==> config.mk <==
export PLATFORM = sky130hd
export DESIGN_NAME = cmpx_alu_exec
export DESIGN_NICKNAME = d
export VERILOG_FILES = /design/src/rtl/cmpx_pkg.sv /design/src/rtl/cmpx_shifter.sv /design/src/rtl/cmpx_addsub.sv /design/src/rtl/cmpx_cost.sv /design/src/rtl/cmpx_alu_exec.sv
export SDC_FILE = /design/constraint.sdc
export NUM_CORES = 2
export LEC_CHECK = 0
export ABC_AREA = 1
export ABC_CLOCK_PERIOD_IN_PS = 8500
export BUFFER_PORTS_ARGS = -buffer_cell sky130_fd_sc_hd__buf_2
export CORE_MARGIN = 2
export CORE_UTILIZATION = 60
export DETAILED_ROUTE_END_ITERATION = 6
export PLACE_DENSITY_LB_ADDON = 0.2
export SYNTH_ARGS = -nofsm -noshare
export SYNTH_HDL_FRONTEND = slang
export SYNTH_SLANG_ARGS = --single-unit
==> constraint.sdc <==
create_clock -name clk -period 8.5 [get_ports clk]
set_input_delay 0.425 -clock clk [delete_from_list [all_inputs] [get_ports clk]]
set_output_delay 0.425 -clock clk [all_outputs]
set_load 0.005 [all_outputs]
==> src/rtl/cmpx_pkg.sv <==
package cmpx_pkg;
   typedef enum logic [3:0] {
      OP_AND    = 4'd0,  OP_XOR   = 4'd1,  OP_SHL   = 4'd2,  OP_SHR   = 4'd3,
      OP_SAR    = 4'd4,  OP_ADDC  = 4'd5,  OP_SUBC  = 4'd6,  OP_ROT   = 4'd7,
      OP_TEST   = 4'd8,  OP_NEGATE= 4'd9,  OP_COMP  = 4'd10, OP_COMPN = 4'd11,
      OP_OR     = 4'd12, OP_MULT  = 4'd13, OP_CLR   = 4'd14, OP_NOT   = 4'd15
   } cop_e;

   typedef enum logic [1:0] {SK_LSL = 2'd0, SK_LSR = 2'd1, SK_ASR = 2'd2, SK_ROR = 2'd3} shkind_e;

   localparam int FLG_N = 3;
   localparam int FLG_Z = 2;
   localparam int FLG_C = 1;
   localparam int FLG_V = 0;

   localparam int OPSEL_LSB = 6;
   localparam int RA_LSB    = 0;
   localparam int RB_LSB    = 3;

   function automatic logic is_shift(cop_e op);
      return op inside {OP_SHL, OP_SHR, OP_SAR, OP_ROT};
   endfunction

   function automatic logic is_flag_only(cop_e op);
      return op inside {OP_TEST, OP_COMP, OP_COMPN};
   endfunction
endpackage

==> src/rtl/cmpx_shifter.sv <==
module cmpx_shifter
   import cmpx_pkg::*;
#(
   parameter int DATA_W = 32,
   parameter int AMT_W  = 8
) (
   input  logic [DATA_W-1:0] val,
   input  logic [AMT_W-1:0]  amt,
   input  shkind_e           kind,
   input  logic              cin,
   output logic [DATA_W-1:0] res,
   output logic              cout
);
   localparam int RW = $clog2(DATA_W);

   if (DATA_W >= (1 << AMT_W)) begin : g_bad_amt
      $error("shift amount field too narrow for DATA_W");
   end

   logic [DATA_W:0]          wl, wr;
   logic signed [DATA_W:0]   ws, wa;
   logic [AMT_W-1:0]         sat;
   logic [2*DATA_W-1:0]      rot_pair;
   logic [DATA_W-1:0]        unused_rot;

   assign wl       = {1'b0, val} << amt;
   assign wr       = {val, 1'b0} >> amt;
   assign sat      = (amt >= AMT_W'(DATA_W)) ? AMT_W'(DATA_W) : amt;
   assign ws       = {val, 1'b0};
   assign wa       = ws >>> sat;
   assign rot_pair = {val, val} >> amt[RW-1:0];
   assign unused_rot = rot_pair[2*DATA_W-1:DATA_W];

   always_comb begin
      res  = val;
      cout = cin;
      if (amt != '0) begin
         unique case (kind)
            SK_LSL: begin res = wl[DATA_W-1:0]; cout = wl[DATA_W]; end
            SK_LSR: begin res = wr[DATA_W:1];   cout = wr[0];      end
            SK_ASR: begin res = wa[DATA_W:1];   cout = wa[0];      end
            default: begin
               res  = rot_pair[DATA_W-1:0];
               cout = rot_pair[DATA_W-1];
            end
         endcase
      end
   end
endmodule

==> src/rtl/cmpx_addsub.sv <==
module cmpx_addsub #(
   parameter int DATA_W = 32
) (
   input  logic [DATA_W-1:0] x,
   input  logic [DATA_W-1:0] y,
   input  logic              cin,
   output logic [DATA_W-1:0] sum,
   output logic              cout,
   output logic              ovf
);
   logic [DATA_W:0] full;

   assign full = {1'b0, x} + {1'b0, y} + {{DATA_W{1'b0}}, cin};
   assign sum  = full[DATA_W-1:0];
   assign cout = full[DATA_W];
   assign ovf  = (x[DATA_W-1] == y[DATA_W-1]) && (sum[DATA_W-1] != x[DATA_W-1]);
endmodule

==> src/rtl/cmpx_cost.sv <==
module cmpx_cost
   import cmpx_pkg::*;
#(
   parameter int DATA_W    = 32,
   parameter int MUL_FIXED = 3,
   parameter int CYC_W     = 4
) (
   input  cop_e              op,
   input  logic              variant,
   input  logic [DATA_W-1:0] mul_a,
   output logic [CYC_W-1:0]  cycles
);
   localparam int NB  = DATA_W / 8;
   localparam int NBW = (NB > 1) ? $clog2(NB) : 1;

   if (DATA_W % 8 != 0) begin : g_bad_width
      $error("DATA_W must be a whole number of bytes");
   end
   if ((1 << CYC_W) <= NB + MUL_FIXED + 1) begin : g_bad_cyc
      $error("CYC_W too narrow for the largest cost");
   end

   logic [NB-1:0]  lane_nz;
   logic [NBW-1:0] hi_lane;

   for (genvar i = 0; i < NB; i++) begin : g_lane
      assign lane_nz[i] = |mul_a[8*i +: 8];
   end

   always_comb begin
      hi_lane = '0;
      for (int i = 0; i < NB; i++) begin
         if (lane_nz[i]) hi_lane = NBW'(i);
      end
   end

   always_comb begin
      if (is_shift(op))        cycles = CYC_W'(2);
      else if (op == OP_MULT)  cycles = variant ? CYC_W'(hi_lane) + CYC_W'(2)
                                                : CYC_W'(1 + MUL_FIXED);
      else                     cycles = CYC_W'(1);
   end
endmodule

==> src/rtl/cmpx_alu_exec.sv <==
module cmpx_alu_exec
   import cmpx_pkg::*;
#(
   parameter int DATA_W    = 32,
   parameter int INSTR_W   = 16,
   parameter int IDX_W     = 3,
   parameter int AMT_W     = 8,
   parameter int MUL_FIXED = 3,
   localparam int CYC_W    = $clog2(DATA_W / 8 + MUL_FIXED + 2)
) (
   input  logic               clk,
   input  logic               rst_n,
   input  logic               req_valid,
   output logic               req_ready,
   input  logic [INSTR_W-1:0] instr,
   input  logic               variant,
   input  logic [3:0]         flags_in,
   input  logic [DATA_W-1:0]  opa,
   input  logic [DATA_W-1:0]  opb,
   output logic [IDX_W-1:0]   ra_idx,
   output logic [IDX_W-1:0]   rb_idx,
   output logic               rsp_valid,
   output logic [DATA_W-1:0]  result,
   output logic               wr_en,
   output logic [IDX_W-1:0]   wr_idx,
   output logic [3:0]         flags_out,
   output logic [CYC_W-1:0]   cycles
);
   localparam int USED_W = OPSEL_LSB + 4;

   if (INSTR_W < USED_W) begin : g_bad_instr
      $error("instruction too narrow for the operation field");
   end
   if (DATA_W < 16) begin : g_bad_data
      $error("DATA_W must be at least 16");
   end

   cop_e               op;
   shkind_e            skind;
   logic [DATA_W-1:0]  sh_res, add_x, add_y, add_sum, mul_lo, nxt_res;
   logic               sh_c, add_ci, add_co, add_ov, nxt_c, nxt_v;
   logic [CYC_W-1:0]   nxt_cyc;
   logic [INSTR_W-USED_W-1:0] unused_hi;

   assign op        = cop_e'(instr[OPSEL_LSB +: 4]);
   assign ra_idx    = instr[RA_LSB +: IDX_W];
   assign rb_idx    = instr[RB_LSB +: IDX_W];
   assign req_ready = 1'b1;
   assign unused_hi = instr[INSTR_W-1:USED_W];
   assign mul_lo    = opa * opb;

   always_comb begin
      unique case (op)
         OP_SHL:  skind = SK_LSL;
         OP_SHR:  skind = SK_LSR;
         OP_SAR:  skind = SK_ASR;
         default: skind = SK_ROR;
      endcase
   end

   cmpx_shifter #(.DATA_W(DATA_W), .AMT_W(AMT_W)) u_shift (
      .val(opa), .amt(opb[AMT_W-1:0]), .kind(skind), .cin(flags_in[FLG_C]),
      .res(sh_res), .cout(sh_c));

   always_comb begin
      add_x  = opa;
      add_y  = opb;
      add_ci = 1'b0;
      case (op)
         OP_ADDC:   add_ci = flags_in[FLG_C];
         OP_SUBC:   begin add_y = ~opb; add_ci = flags_in[FLG_C]; end
         OP_COMP:   begin add_y = ~opb; add_ci = 1'b1; end
         OP_NEGATE: begin add_x = '0; add_y = ~opb; add_ci = 1'b1; end
         default:   ;
      endcase
   end

   cmpx_addsub #(.DATA_W(DATA_W)) u_add (
      .x(add_x), .y(add_y), .cin(add_ci), .sum(add_sum), .cout(add_co), .ovf(add_ov));

   cmpx_cost #(.DATA_W(DATA_W), .MUL_FIXED(MUL_FIXED), .CYC_W(CYC_W)) u_cost (
      .op(op), .variant(variant), .mul_a(opa), .cycles(nxt_cyc));

   always_comb begin
      nxt_c = flags_in[FLG_C];
      nxt_v = flags_in[FLG_V];
      unique case (op)
         OP_AND, OP_TEST: nxt_res = opa & opb;
         OP_XOR:          nxt_res = opa ^ opb;
         OP_OR:           nxt_res = opa | opb;
         OP_CLR:          nxt_res = opa & ~opb;
         OP_NOT:          nxt_res = ~opb;
         OP_SHL, OP_SHR, OP_SAR, OP_ROT: begin
            nxt_res = sh_res;
            nxt_c   = sh_c;
         end
         OP_MULT: begin
            nxt_res = mul_lo;
            if (variant) nxt_c = 1'b0;
         end
         default: begin
            nxt_res = add_sum;
            nxt_c   = add_co;
            nxt_v   = add_ov;
         end
      endcase
   end

   always_ff @(posedge clk) begin
      if (!rst_n) begin
         rsp_valid <= 1'b0;
         wr_en     <= 1'b0;
         result    <= '0;
         wr_idx    <= '0;
         flags_out <= '0;
         cycles    <= '0;
      end else begin
         rsp_valid <= req_valid;
         wr_en     <= req_valid && !is_flag_only(op);
         if (req_valid) begin
            result    <= nxt_res;
            wr_idx    <= ra_idx;
            flags_out <= {nxt_res[DATA_W-1], nxt_res == '0, nxt_c, nxt_v};
            cycles    <= nxt_cyc;
         end
      end
   end

   AST_RSP_TRACKS_REQ: assert property (@(posedge clk) disable iff (!rst_n)
      req_valid |=> rsp_valid);
   AST_IDLE_QUIET: assert property (@(posedge clk) disable iff (!rst_n)
      !req_valid |=> (!rsp_valid && !wr_en));
   AST_COMPARE_NO_WRITE: assert property (@(posedge clk) disable iff (!rst_n)
      (req_valid && op inside {OP_TEST, OP_COMP, OP_COMPN}) |=> !wr_en);
   AST_LOGIC_KEEPS_V: assert property (@(posedge clk) disable iff (!rst_n)
      (req_valid && op inside {OP_AND, OP_XOR, OP_OR, OP_CLR, OP_NOT, OP_TEST, OP_MULT})
      |=> flags_out[FLG_V] == $past(flags_in[FLG_V]));
   AST_MUL_V1_CLEARS_C: assert property (@(posedge clk) disable iff (!rst_n)
      (req_valid && op == OP_MULT && variant) |=> !flags_out[FLG_C]);
   AST_MUL_V0_COST: assert property (@(posedge clk) disable iff (!rst_n)
      (req_valid && op == OP_MULT && !variant) |=> cycles == CYC_W'(1 + MUL_FIXED));
   AST_ZERO_SHIFT_PASS: assert property (@(posedge clk) disable iff (!rst_n)
      (req_valid && is_shift(op) && opb[AMT_W-1:0] == '0)
      |=> (result == $past(opa) && flags_out[FLG_C] == $past(flags_in[FLG_C])));
endmodule

==> impl_metrics.ini <==
[worst_setup_path]
max_stage_delay_ns = 0.64
cp-end-kind = register
cp.buffers_inverters = 6
timing.reg2reg.setup_slack_ns = 7.76
required_ns = 8.73
r2r_end = result[9]
worstRegToRegCells = 4
cpMostUsedCell = fa_1
critPathSlowestCell = buf_2
r2r-start = result[9]
startpoint_type = input pin
critPathMaxFanout = 27
worst-endpoint-arrival_ns = 8.10
crit_type = in -> reg
worst_path_dominant_cell_family = adder cells

[yosys]
synth_top_area_frac = 0.269
yosysMostFrequentCell = nand2_1
synth_area_leader_cell = fa_1
synth.cells.most_frequent = nand2_1, inv_1, nand3_1
synth_edf_count = 0
synthTopCellsByArea = fa_1, nand2_1, inv_1
synth_area_um2 = 30600
ys_seq_area_frac = 0.0282
synthDistinctLibCells = 55
ys_seq_elements = 43
ys.flop_type = dfxtp_1
synth_area_per_cell_um2 = 6.15
syn_inst = 4967
synth_warnings = 0
syn_nets = 5668
synthArstFlopShare = 0

[floorplan]
rows = 82
core-area_um2 = 50200
dieWidth_um = 230
fp.dieH_um = 230
die_area_um2 = 52800
io_pins = 140
initial_utilization = 0.609

[sta]
max_freq_ghz = 0.127
fin_worst_skew_ns = 0
final_hold_viol_count = 0
rsz0062_at_grt = no
layout_min_cycle_time_ns = 7.87
fin_crit_sh = 0.926
slew_headroom = 0.288
tns_ns = 0
report.final.slew_viol_count = 0
worst_pin_slew_ns = 1.06
setup_viol = 0

[clocking]
post_cts_buffers = 0
clock_latency_ns = 0.29
cts_buffers = 5
clockRootBuffer = clkbuf_16
ctsHoldBuffers = 0
clockBufferDepth = 2
numClockSinks = 43
clk_pin_slew_ns = 0.07
ctsResizeCount = 0
cts_tree = built
cts_max_level = 2

[grt]
grt_max_degree = 66
grt_usage = 0.483
antenna_found_initial = 10
grt_pass1_vias = 32400
grt_remaining_overflow = 0
grt_pass1_wl_um = 193000

[detailed_routing]
ant_nets = 0
wirelength_um = 128000
dr.pass1.iters = 7
remaining_drc_errors = 12
drt_iter0_markers = 4429
vias = 33600
wl_per_cell_um = 23.0
via_per_inst = 6.04

[place]
gp_congestion = 1.10
hpwl_um = 101000
io_buffers = 123

[cells_and_area]
fill_cells = 4752
seqCellArea_um2 = 861
multiInputGateArea_um2 = 24700
layout.nets = 5588
areaGrowthSynthToFinish_pct = 3.48
drive_gt1_frac = 0.0542

[min_path]
min_path_cells = 3
hp-start = instr[1]
min_to = wr_idx[1]
holdCritPathClass = in -> reg

[status]
status = finished, violations left
violations = design-rule violations

[flow_run]
max-cap-violations = 0
==> stage by stage <==
stage               hold WS [ns]  area (um2)   util  setup slack, ns  instances
detailed placement         0.454       31500  0.627            0.513       5552
global placement           0.453       31500  0.627            0.585       5552
floorplan                  0.462       30600      -            0.728       4967
CTS                        0.362       31600  0.630            0.784       5560
global route               0.382       31600  0.630            0.299       5562
finish                     0.361       31600  0.630            0.629       5565
==> worst reg2reg max path: stages (launching register included) <==
cell	delay, ns
dfxtp_1	0.35
nor2_1	0.05
nor2_1	0.10
o21ai_0	0.09
inv_1	0.09
==> per-layer routing <==
metal	global-route usage	wire length, um	up-vias
li1	-	-	15100
met1	0.625	46100	15600
met2	0.715	52500	2403
met3	0.150	19700	481
met4	0.278	9510	4
met5	0	26	-
==> layout make-up <==
cell class,count,area share
antenna,5,0.000396
inverter,1016,0.121
clock buffer,5,0.00396
clock inverter,3,0.000752
sequential,43,0.0272
tap,672,0.0266
multi-input combinational,3615,0.780
timing repair buffer,206,0.0406
==> logic make-up after synthesis <==
group                    count (synthesis)  synth area share
other                                    2          0.000246
XOR/XNOR                                77            0.0221
buffers and inverters                 1309             0.166
flip-flops                              43            0.0282
AND/OR/NAND/NOR                       2372             0.326
AO/OA/AOI/OAI                          551             0.106
adder cells (fa/ha/maj)                613             0.352
==> placed cells by master, fill, tap and decap left out, types with 5 or more instances in the layout <==
cell type,synthesis,layout
inv_1,1000,999
a211oi_1,11,11
nand4_1,37,37
diode_2,0,5
a21oi_1,190,190
o211ai_2,10,10
fa_1,410,410
xor2_1,65,65
clkbuf_16,0,5
and2_1,7,7
o311ai_0,6,6
or2_2,12,12
buf_4,15,83
nand3b_1,21,21
nand2_1,1420,1420
nor2_1,235,233
a221oi_1,10,10
o21ai_0,198,198
ha_1,203,203
xnor2_1,12,12
nand3_1,592,592
nor3_1,28,27
dfxtp_1,43,43
buf_2,40,120
inv_2,10,12
nor4_1,8,8
o211ai_1,61,61
o2111ai_1,5,5
a21o_1,11,11
a21boi_0,6,6
a31oi_1,11,11
==> worst max-delay path by stage <==
stage	from	endpoint	slack (ns)	cells past startpoint
3_5_place_dp	opb[8]	flags_out[2]	0.51	30
2_1_floorplan	opb[3]	flags_out[2]	0.73	34
3_3_place_gp	opb[8]	flags_out[2]	0.58	30
6_report	opb[8]	flags_out[2]	0.63	30
4_1_cts	opb[8]	flags_out[2]	0.78	30
5_1_grt	opb[8]	flags_out[2]	0.30	30
==> sequential cells by signal (all words and copies together), names as in the netlist <==
name / flops
cycles: 3
flags_out: 3
result: 32
rsp_valid: 1
wr_en: 1
wr_idx: 3
Power is left out: the tool's default activity adds up to more than one toggle a clock period on the data nets, which glitch-free logic cannot reach.
